$ cat config.mk
export PLATFORM = sky130hd
export DESIGN_NAME = banyan_fabric
export DESIGN_NICKNAME = d
export VERILOG_FILES = /design/src/rtl/banyan_pkg.sv /design/src/rtl/banyan_elem.sv /design/src/rtl/banyan_stage.sv /design/src/rtl/banyan_fabric.sv
export SDC_FILE = /design/constraint.sdc
export NUM_CORES = 1
export LEC_CHECK = 0
export BUFFER_PORTS_ARGS = -buffer_cell sky130_fd_sc_hd__buf_4
export CAP_MARGIN = 20
export CORE_UTILIZATION = 52
export CTS_BUF_LIST = sky130_fd_sc_hd__clkbuf_16
export DETAILED_ROUTE_END_ITERATION = 10
export HOLD_SLACK_MARGIN = 0.05
export PLACE_DENSITY = 0.84
export SLEW_MARGIN = 15
export SYNTH_ARGS = -nofsm -noshare
export SYNTH_HDL_FRONTEND = slang
export SYNTH_SLANG_ARGS = --single-unit
$ cat constraint.sdc
create_clock -name clk -period 4.2 [get_ports clk]
set_clock_uncertainty 0.15 [all_clocks]
set_input_delay 1.26 -clock clk [delete_from_list [all_inputs] [get_ports clk]]
set_output_delay 1.26 -clock clk [all_outputs]
set_load 0.05 [all_outputs]
$ cat src/rtl/banyan_pkg.sv
package banyan_pkg;

  // Perfect shuffle on an lg-bit position: rotate left by one bit.
  function automatic int shuffle_pos(int p, int lg);
    int mask;
    mask = (1 << lg) - 1;
    return ((p << 1) | (p >> (lg - 1))) & mask;
  endfunction

  // Address bit that steers a packet in a given stage (MSB first).
  function automatic int steer_bit(int stage, int lg);
    return lg - 1 - stage;
  endfunction

endpackage

$ cat src/rtl/banyan_elem.sv
module banyan_elem #(
  parameter int ADDR_W = 3,
  parameter int DATA_W = 16,
  parameter int BIT    = 0
) (
  input  logic              u_v,
  input  logic [ADDR_W-1:0] u_dest,
  input  logic [ADDR_W-1:0] u_src,
  input  logic [DATA_W-1:0] u_data,
  input  logic              l_v,
  input  logic [ADDR_W-1:0] l_dest,
  input  logic [ADDR_W-1:0] l_src,
  input  logic [DATA_W-1:0] l_data,
  output logic              o0_v,
  output logic [ADDR_W-1:0] o0_dest,
  output logic [ADDR_W-1:0] o0_src,
  output logic [DATA_W-1:0] o0_data,
  output logic              o1_v,
  output logic [ADDR_W-1:0] o1_dest,
  output logic [ADDR_W-1:0] o1_src,
  output logic [DATA_W-1:0] o1_data,
  output logic              lose,
  output logic [ADDR_W-1:0] lose_src
);

  logic u_low, l_low, u_up, l_up;

  always_comb begin
    // a packet heads up on bit 0, down on bit 1
    u_up  = u_v & ~u_dest[BIT];
    u_low = u_v &  u_dest[BIT];
    l_up  = l_v & ~l_dest[BIT];
    l_low = l_v &  l_dest[BIT];

    // upper input has priority on either link
    o0_v    = u_up | l_up;
    o0_dest = u_up ? u_dest : l_dest;
    o0_src  = u_up ? u_src  : l_src;
    o0_data = u_up ? u_data : l_data;

    o1_v    = u_low | l_low;
    o1_dest = u_low ? u_dest : l_dest;
    o1_src  = u_low ? u_src  : l_src;
    o1_data = u_low ? u_data : l_data;

    lose     = (u_up & l_up) | (u_low & l_low);
    lose_src = l_src;
  end

endmodule

$ cat src/rtl/banyan_stage.sv
module banyan_stage
  import banyan_pkg::*;
#(
  parameter int N      = 8,
  parameter int DATA_W = 16,
  parameter int STAGE  = 0,
  localparam int ADDR_W = $clog2(N),
  localparam int HALF   = N / 2,
  localparam int BIT    = ADDR_W - 1 - STAGE
) (
  input  logic                         clk,
  input  logic                         rst_n,
  input  logic [N-1:0]                 in_v,
  input  logic [N-1:0][ADDR_W-1:0]     in_dest,
  input  logic [N-1:0][ADDR_W-1:0]     in_src,
  input  logic [N-1:0][DATA_W-1:0]     in_data,
  output logic [N-1:0]                 out_v,
  output logic [N-1:0][ADDR_W-1:0]     out_dest,
  output logic [N-1:0][ADDR_W-1:0]     out_src,
  output logic [N-1:0][DATA_W-1:0]     out_data,
  output logic [HALF-1:0]              lose,
  output logic [HALF-1:0][ADDR_W-1:0]  lose_src
);

  logic [N-1:0]             sh_v;
  logic [N-1:0][ADDR_W-1:0] sh_dest;
  logic [N-1:0][ADDR_W-1:0] sh_src;
  logic [N-1:0][DATA_W-1:0] sh_data;

  // perfect-shuffle wiring into the element column
  for (genvar p = 0; p < N; p++) begin : g_shuf
    localparam int Q = shuffle_pos(p, ADDR_W);
    assign sh_v[Q]    = in_v[p];
    assign sh_dest[Q] = in_dest[p];
    assign sh_src[Q]  = in_src[p];
    assign sh_data[Q] = in_data[p];
  end

  for (genvar j = 0; j < HALF; j++) begin : g_elem
    banyan_elem #(
      .ADDR_W (ADDR_W),
      .DATA_W (DATA_W),
      .BIT    (steer_bit(STAGE, ADDR_W))
    ) u_elem (
      .u_v      (sh_v[2*j]),
      .u_dest   (sh_dest[2*j]),
      .u_src    (sh_src[2*j]),
      .u_data   (sh_data[2*j]),
      .l_v      (sh_v[2*j+1]),
      .l_dest   (sh_dest[2*j+1]),
      .l_src    (sh_src[2*j+1]),
      .l_data   (sh_data[2*j+1]),
      .o0_v     (out_v[2*j]),
      .o0_dest  (out_dest[2*j]),
      .o0_src   (out_src[2*j]),
      .o0_data  (out_data[2*j]),
      .o1_v     (out_v[2*j+1]),
      .o1_dest  (out_dest[2*j+1]),
      .o1_src   (out_src[2*j+1]),
      .o1_data  (out_data[2*j+1]),
      .lose     (lose[j]),
      .lose_src (lose_src[j])
    );
  end

  // packets leaving plus packets lost equals packets entering
  assert_conserve_R6: assert property (@(posedge clk) disable iff (!rst_n)
    ($countones(out_v) + $countones(lose)) == $countones(in_v));

  // an empty stage produces nothing and loses nothing
  assert_idle_quiet_R4: assert property (@(posedge clk) disable iff (!rst_n)
    (in_v == '0) |-> ((out_v == '0) && (lose == '0)));

  // a valid packet on position p carries steering bit equal to p's LSB
  for (genvar p = 0; p < N; p++) begin : g_chk
    assert_steer_R2: assert property (@(posedge clk) disable iff (!rst_n)
      out_v[p] |-> (out_dest[p][BIT] == 1'(p % 2)));
  end

endmodule

$ cat src/rtl/banyan_fabric.sv
module banyan_fabric #(
  parameter int N      = 8,
  parameter int DATA_W = 16,
  localparam int ADDR_W = $clog2(N),
  localparam int HALF   = N / 2
) (
  input  logic                     clk,
  input  logic                     rst_n,
  input  logic [N-1:0]             in_valid,
  input  logic [N-1:0][ADDR_W-1:0] in_dest,
  input  logic [N-1:0][DATA_W-1:0] in_data,
  output logic [N-1:0]             out_valid,
  output logic [N-1:0][DATA_W-1:0] out_data,
  output logic [N-1:0][ADDR_W-1:0] out_src,
  output logic [N-1:0]             delivered,
  output logic [N-1:0]             dropped
);

  initial assert ((1 << ADDR_W) == N && N >= 2)
    else $error("N must be a power of two of at least 2");

  logic [ADDR_W:0][N-1:0]                 st_v;
  logic [ADDR_W:0][N-1:0][ADDR_W-1:0]     st_dest;
  logic [ADDR_W:0][N-1:0][ADDR_W-1:0]     st_src;
  logic [ADDR_W:0][N-1:0][DATA_W-1:0]     st_data;
  logic [ADDR_W-1:0][HALF-1:0]            st_lose;
  logic [ADDR_W-1:0][HALF-1:0][ADDR_W-1:0] st_lose_src;

  logic [N-1:0] dlv_d;
  logic [N-1:0] drp_d;

  assign st_v[0]    = in_valid;
  assign st_dest[0] = in_dest;
  assign st_data[0] = in_data;
  for (genvar i = 0; i < N; i++) begin : g_tag
    assign st_src[0][i] = ADDR_W'(i);
  end

  for (genvar s = 0; s < ADDR_W; s++) begin : g_stage
    banyan_stage #(
      .N      (N),
      .DATA_W (DATA_W),
      .STAGE  (s)
    ) u_stage (
      .clk      (clk),
      .rst_n    (rst_n),
      .in_v     (st_v[s]),
      .in_dest  (st_dest[s]),
      .in_src   (st_src[s]),
      .in_data  (st_data[s]),
      .out_v    (st_v[s+1]),
      .out_dest (st_dest[s+1]),
      .out_src  (st_src[s+1]),
      .out_data (st_data[s+1]),
      .lose     (st_lose[s]),
      .lose_src (st_lose_src[s])
    );
  end

  // per-input status gathered from clash reports and final positions
  always_comb begin
    drp_d = '0;
    dlv_d = '0;
    for (int s = 0; s < ADDR_W; s++) begin
      for (int j = 0; j < HALF; j++) begin
        if (st_lose[s][j]) drp_d[st_lose_src[s][j]] = 1'b1;
      end
    end
    for (int p = 0; p < N; p++) begin
      if (st_v[ADDR_W][p]) dlv_d[st_src[ADDR_W][p]] = 1'b1;
    end
  end

  always_ff @(posedge clk) begin
    if (!rst_n) begin
      out_valid <= '0;
      out_data  <= '0;
      out_src   <= '0;
      delivered <= '0;
      dropped   <= '0;
    end else begin
      out_valid <= st_v[ADDR_W];
      out_data  <= st_data[ADDR_W];
      out_src   <= st_src[ADDR_W];
      delivered <= dlv_d;
      dropped   <= drp_d;
    end
  end

  // no input both delivered and dropped
  assert_status_excl_R5: assert property (@(posedge clk) disable iff (!rst_n)
    (dlv_d & drp_d) == '0);

  // exactly the valid inputs are accounted for
  assert_status_cover_R5: assert property (@(posedge clk) disable iff (!rst_n)
    (dlv_d | drp_d) == in_valid);

  // each surviving packet exits on its own address with its own payload
  for (genvar p = 0; p < N; p++) begin : g_exit
    assert_exit_port_R1: assert property (@(posedge clk) disable iff (!rst_n)
      st_v[ADDR_W][p] |-> (in_dest[st_src[ADDR_W][p]] == ADDR_W'(p)));
    assert_exit_data_R1: assert property (@(posedge clk) disable iff (!rst_n)
      st_v[ADDR_W][p] |-> (in_data[st_src[ADDR_W][p]] == st_data[ADDR_W][p]));
  end

endmodule

==> results.py <==
metrics = {
    "setup_path": {
        "crit_family": "simple AND/OR/NAND/NOR gates",
        "crit_chain": "buf_4, nand2b_1, mux2_2, or3_1, a21oi_1, nor3_1, o41a_1",
        "path_buf_inv": 1,
        "cp_slowest_cell": "mux2_2",
        "worstSetupStartpointType": "input pin",
        "crit_path_end_kind": "flop",
        "max_stage_delay_ns": 0.47,
        "crit_required_ns": 4.38,
        "cp.arrival_ns": 3.64,
        "crit_start": "in_dest[8]",
        "critPathMaxFanout": 9,
        "path_class": "in -> reg",
    },
    "yosys": {
        "synth.top_cell.area_share": 0.343,
        "yosysSeqAreaShare": 0.343,
        "async_reset_ff_frac": 0,
        "yosysUniqueCellTypes": 70,
        "yosysMostFrequentCell": "mux2i_1",
        "synthTopCellsByArea": "dfxtp_1 34%, mux2i_1 31%, nand2_1 7.5%, a21oi_1 5.1%, nor2_1 3.2%",
        "synthCells": 1185,
        "synth-edff-count": 0,
        "synth_ff_type": "dfxtp_1",
        "yosys-top-cells-count": "319 x mux2i_1, 203 x nand2_1, 175 x dfxtp_1, 105 x a21oi_1, 87 x nor2_1",
        "synth_fp_nets": 1347,
        "synth_area_leader_cell": "dfxtp_1",
        "synth.avg_cell_area_um2": 8.62,
        "yosysWarnings": 0,
        "synthesis.area_um2": 10200,
        "ys_ff_latch": 175,
    },
    "global_routing": {
        "grt_max_degree": 66,
        "use_met3": 0.0915,
        "grt-ovfl-total": 0,
        "grt_use_met1": 0.580,
        "grt_pass1_vias": 10100,
        "grtUsageTotal": 0.422,
        "grt_antenna_before_repair": 1,
        "grt_use_met2": 0.639,
        "grt_pass1_wl_mm": 62.5,
        "grt-busiest-layer": "met2",
    },
    "clock_network": {
        "hold_buffers": 0,
        "cts_setup_buffers": 0,
        "cts_sinks": 175,
        "root_buffer": "clkbuf_16",
        "cts_buffers": 17,
        "cts_tree": "yes",
        "clk_pin_slew_ns": 0.08,
        "clk_path_buf_depth": 2,
        "ctsResizeCount": 0,
        "ctsHtreeMaxLevel": 4,
    },
    "place": {
        "dp_hpwl_mm": 34.1,
        "placed_cell_area_um2": 13100,
        "finalWeightedCongestion": 0.993,
        "post-place-ws_ns": 0.378,
        "io_buffers": 336,
    },
    "floorplan": {
        "start_util": 0.539,
        "num_rows": 50,
        "die_w_um": 142,
        "io_pins": 338,
        "die-area_um2": 20200,
        "coreArea_um2": 19000,
        "dieHeight_um": 142,
    },
    "power": {
        "peakVddDrop_v": 0.000319,
        "leakage_nw": 6.59,
        "p_per_area_nw_per_um2": 414,
    },
    "routing": {
        "vias_per_cell": 6.16,
        "antenna_left": 0,
        "wl_per_cell_um": 24.5,
        "drt_iter0_drc": 1242,
        "drc": 0,
        "wl_mm": 43.3,
        "vias": 10900,
        "first_pass_iters": 6,
    },
    "sta": {
        "min_period_ns": 3.46,
        "setup-tns-final_ns": 0,
        "rsz0062_at_grt": "no",
        "fin_crit_sh": 0.823,
        "maxSlewViolCount": 0,
        "tightest_slew_ns": 0.881,
        "clock.fmax_mhz": 289,
        "worst_slack_ns": 0.742,
        "slew_headroom": 0.407,
        "setup_viol": 0,
        "hold_viol": 0,
    },
    "run_status": {
        "status": "finished clean",
    },
    "cells_and_area": {
        "layout-drive-gt1-share": 0.298,
        "final_nets": 1658,
        "final_area_um2": 13800,
        "syn_to_final_growth_pct": 34.8,
    },
    "job": {
        "drv_cap": 0,
    },
    "hold_path": {
        "min-delay-start": "in_valid[4]",
        "hold_path.class": "in -> reg",
    },
}
## power by group
| part | internal, mW | switching [mW] | leakage (nW) |
|---|---|---|---|
| registers | 1.83 | 0.0740 | 1.46 |
| logic | 0.679 | 1.42 | 4.84 |
| clock network | 0.910 | 0.784 | 0.300 |
| total | 3.42 | 2.28 | 6.59 |
## cell type report
class,count,area [µm²]
Antenna cell,1,2.50
Multi-Input combinational cell,909,6380
Fill cell,1486,5200
Clock buffer,17,425
Sequential cell,175,3500
Timing Repair Buffer,384,2900
Inverter,9,36.3
Tap cell,260,325
Clock inverter,15,195
## flip-flops by register name, indices dropped and copies added, names as in the netlist
name       cells
out_src       24
delivered      8
out_data     128
dropped        7
out_valid      8
## tightest hold or removal path, cell delays in order
cell,delay [ns]
buf_4,0.14
nand2_1,0.05
a21oi_1,0.04
## stage by stage
stage | instances | hold WS [ns] | util | power, mW
after detailed placement | 1737 | 1.39 | 0.693 | 3.98
after CTS | 1769 | 0.934 | 0.726 | 5.66
after global placement | 1737 | 1.37 | 0.693 | 3.97
final | 1770 | 0.940 | 0.726 | 5.70
after global routing | 1770 | 0.944 | 0.726 | 5.86
after floorplan | 1185 | 1.23 | - | 3.23
## layer usage
metal,routed length (µm),vias to the layer above
met5,0,-
met4,1690,0
met3,5000,118
met2,18900,855
met1,17700,5109
li1,-,4814
## placed cells by master (no fill, tap or decap), drive strengths merged, types with 3 or more instances in the layout
cell,n
buf,384
mux2i,322
nand2,204
dfxtp,175
a21oi,106
nor2,88
o21ai,19
clkbuf,17
inv,15
nand3,12
and2,11
nand2b,9
nor3,9
a31oi,9
nor2b,9
a211oi,8
mux2,7
and3,7
o31ai,7
o22ai,6
o211ai,6
clkinv,6
nand3b,4
o31a,4
nor3b,4
nor4bb,4
nand4,3
and3b,3
xnor2,3
a211o,3
or3b,3
## final timing paths
kind,endpoint,slack [ns],cells past startpoint
max,delivered[5]$_SDFF_PN0_,0.74,7
min,delivered[4]$_SDFF_PN0_,0.94,3
## kinds of logic after synthesis
logic type,synth area share
buffers and inverters,0.0424
xor gates and xnor gates,0.00257
AOI/OAI and AO/OA,0.119
muxes,0.325
DFF,0.343
other,0.000367
and+or+nand+nor,0.167
(Power assumes the default switching activity.)
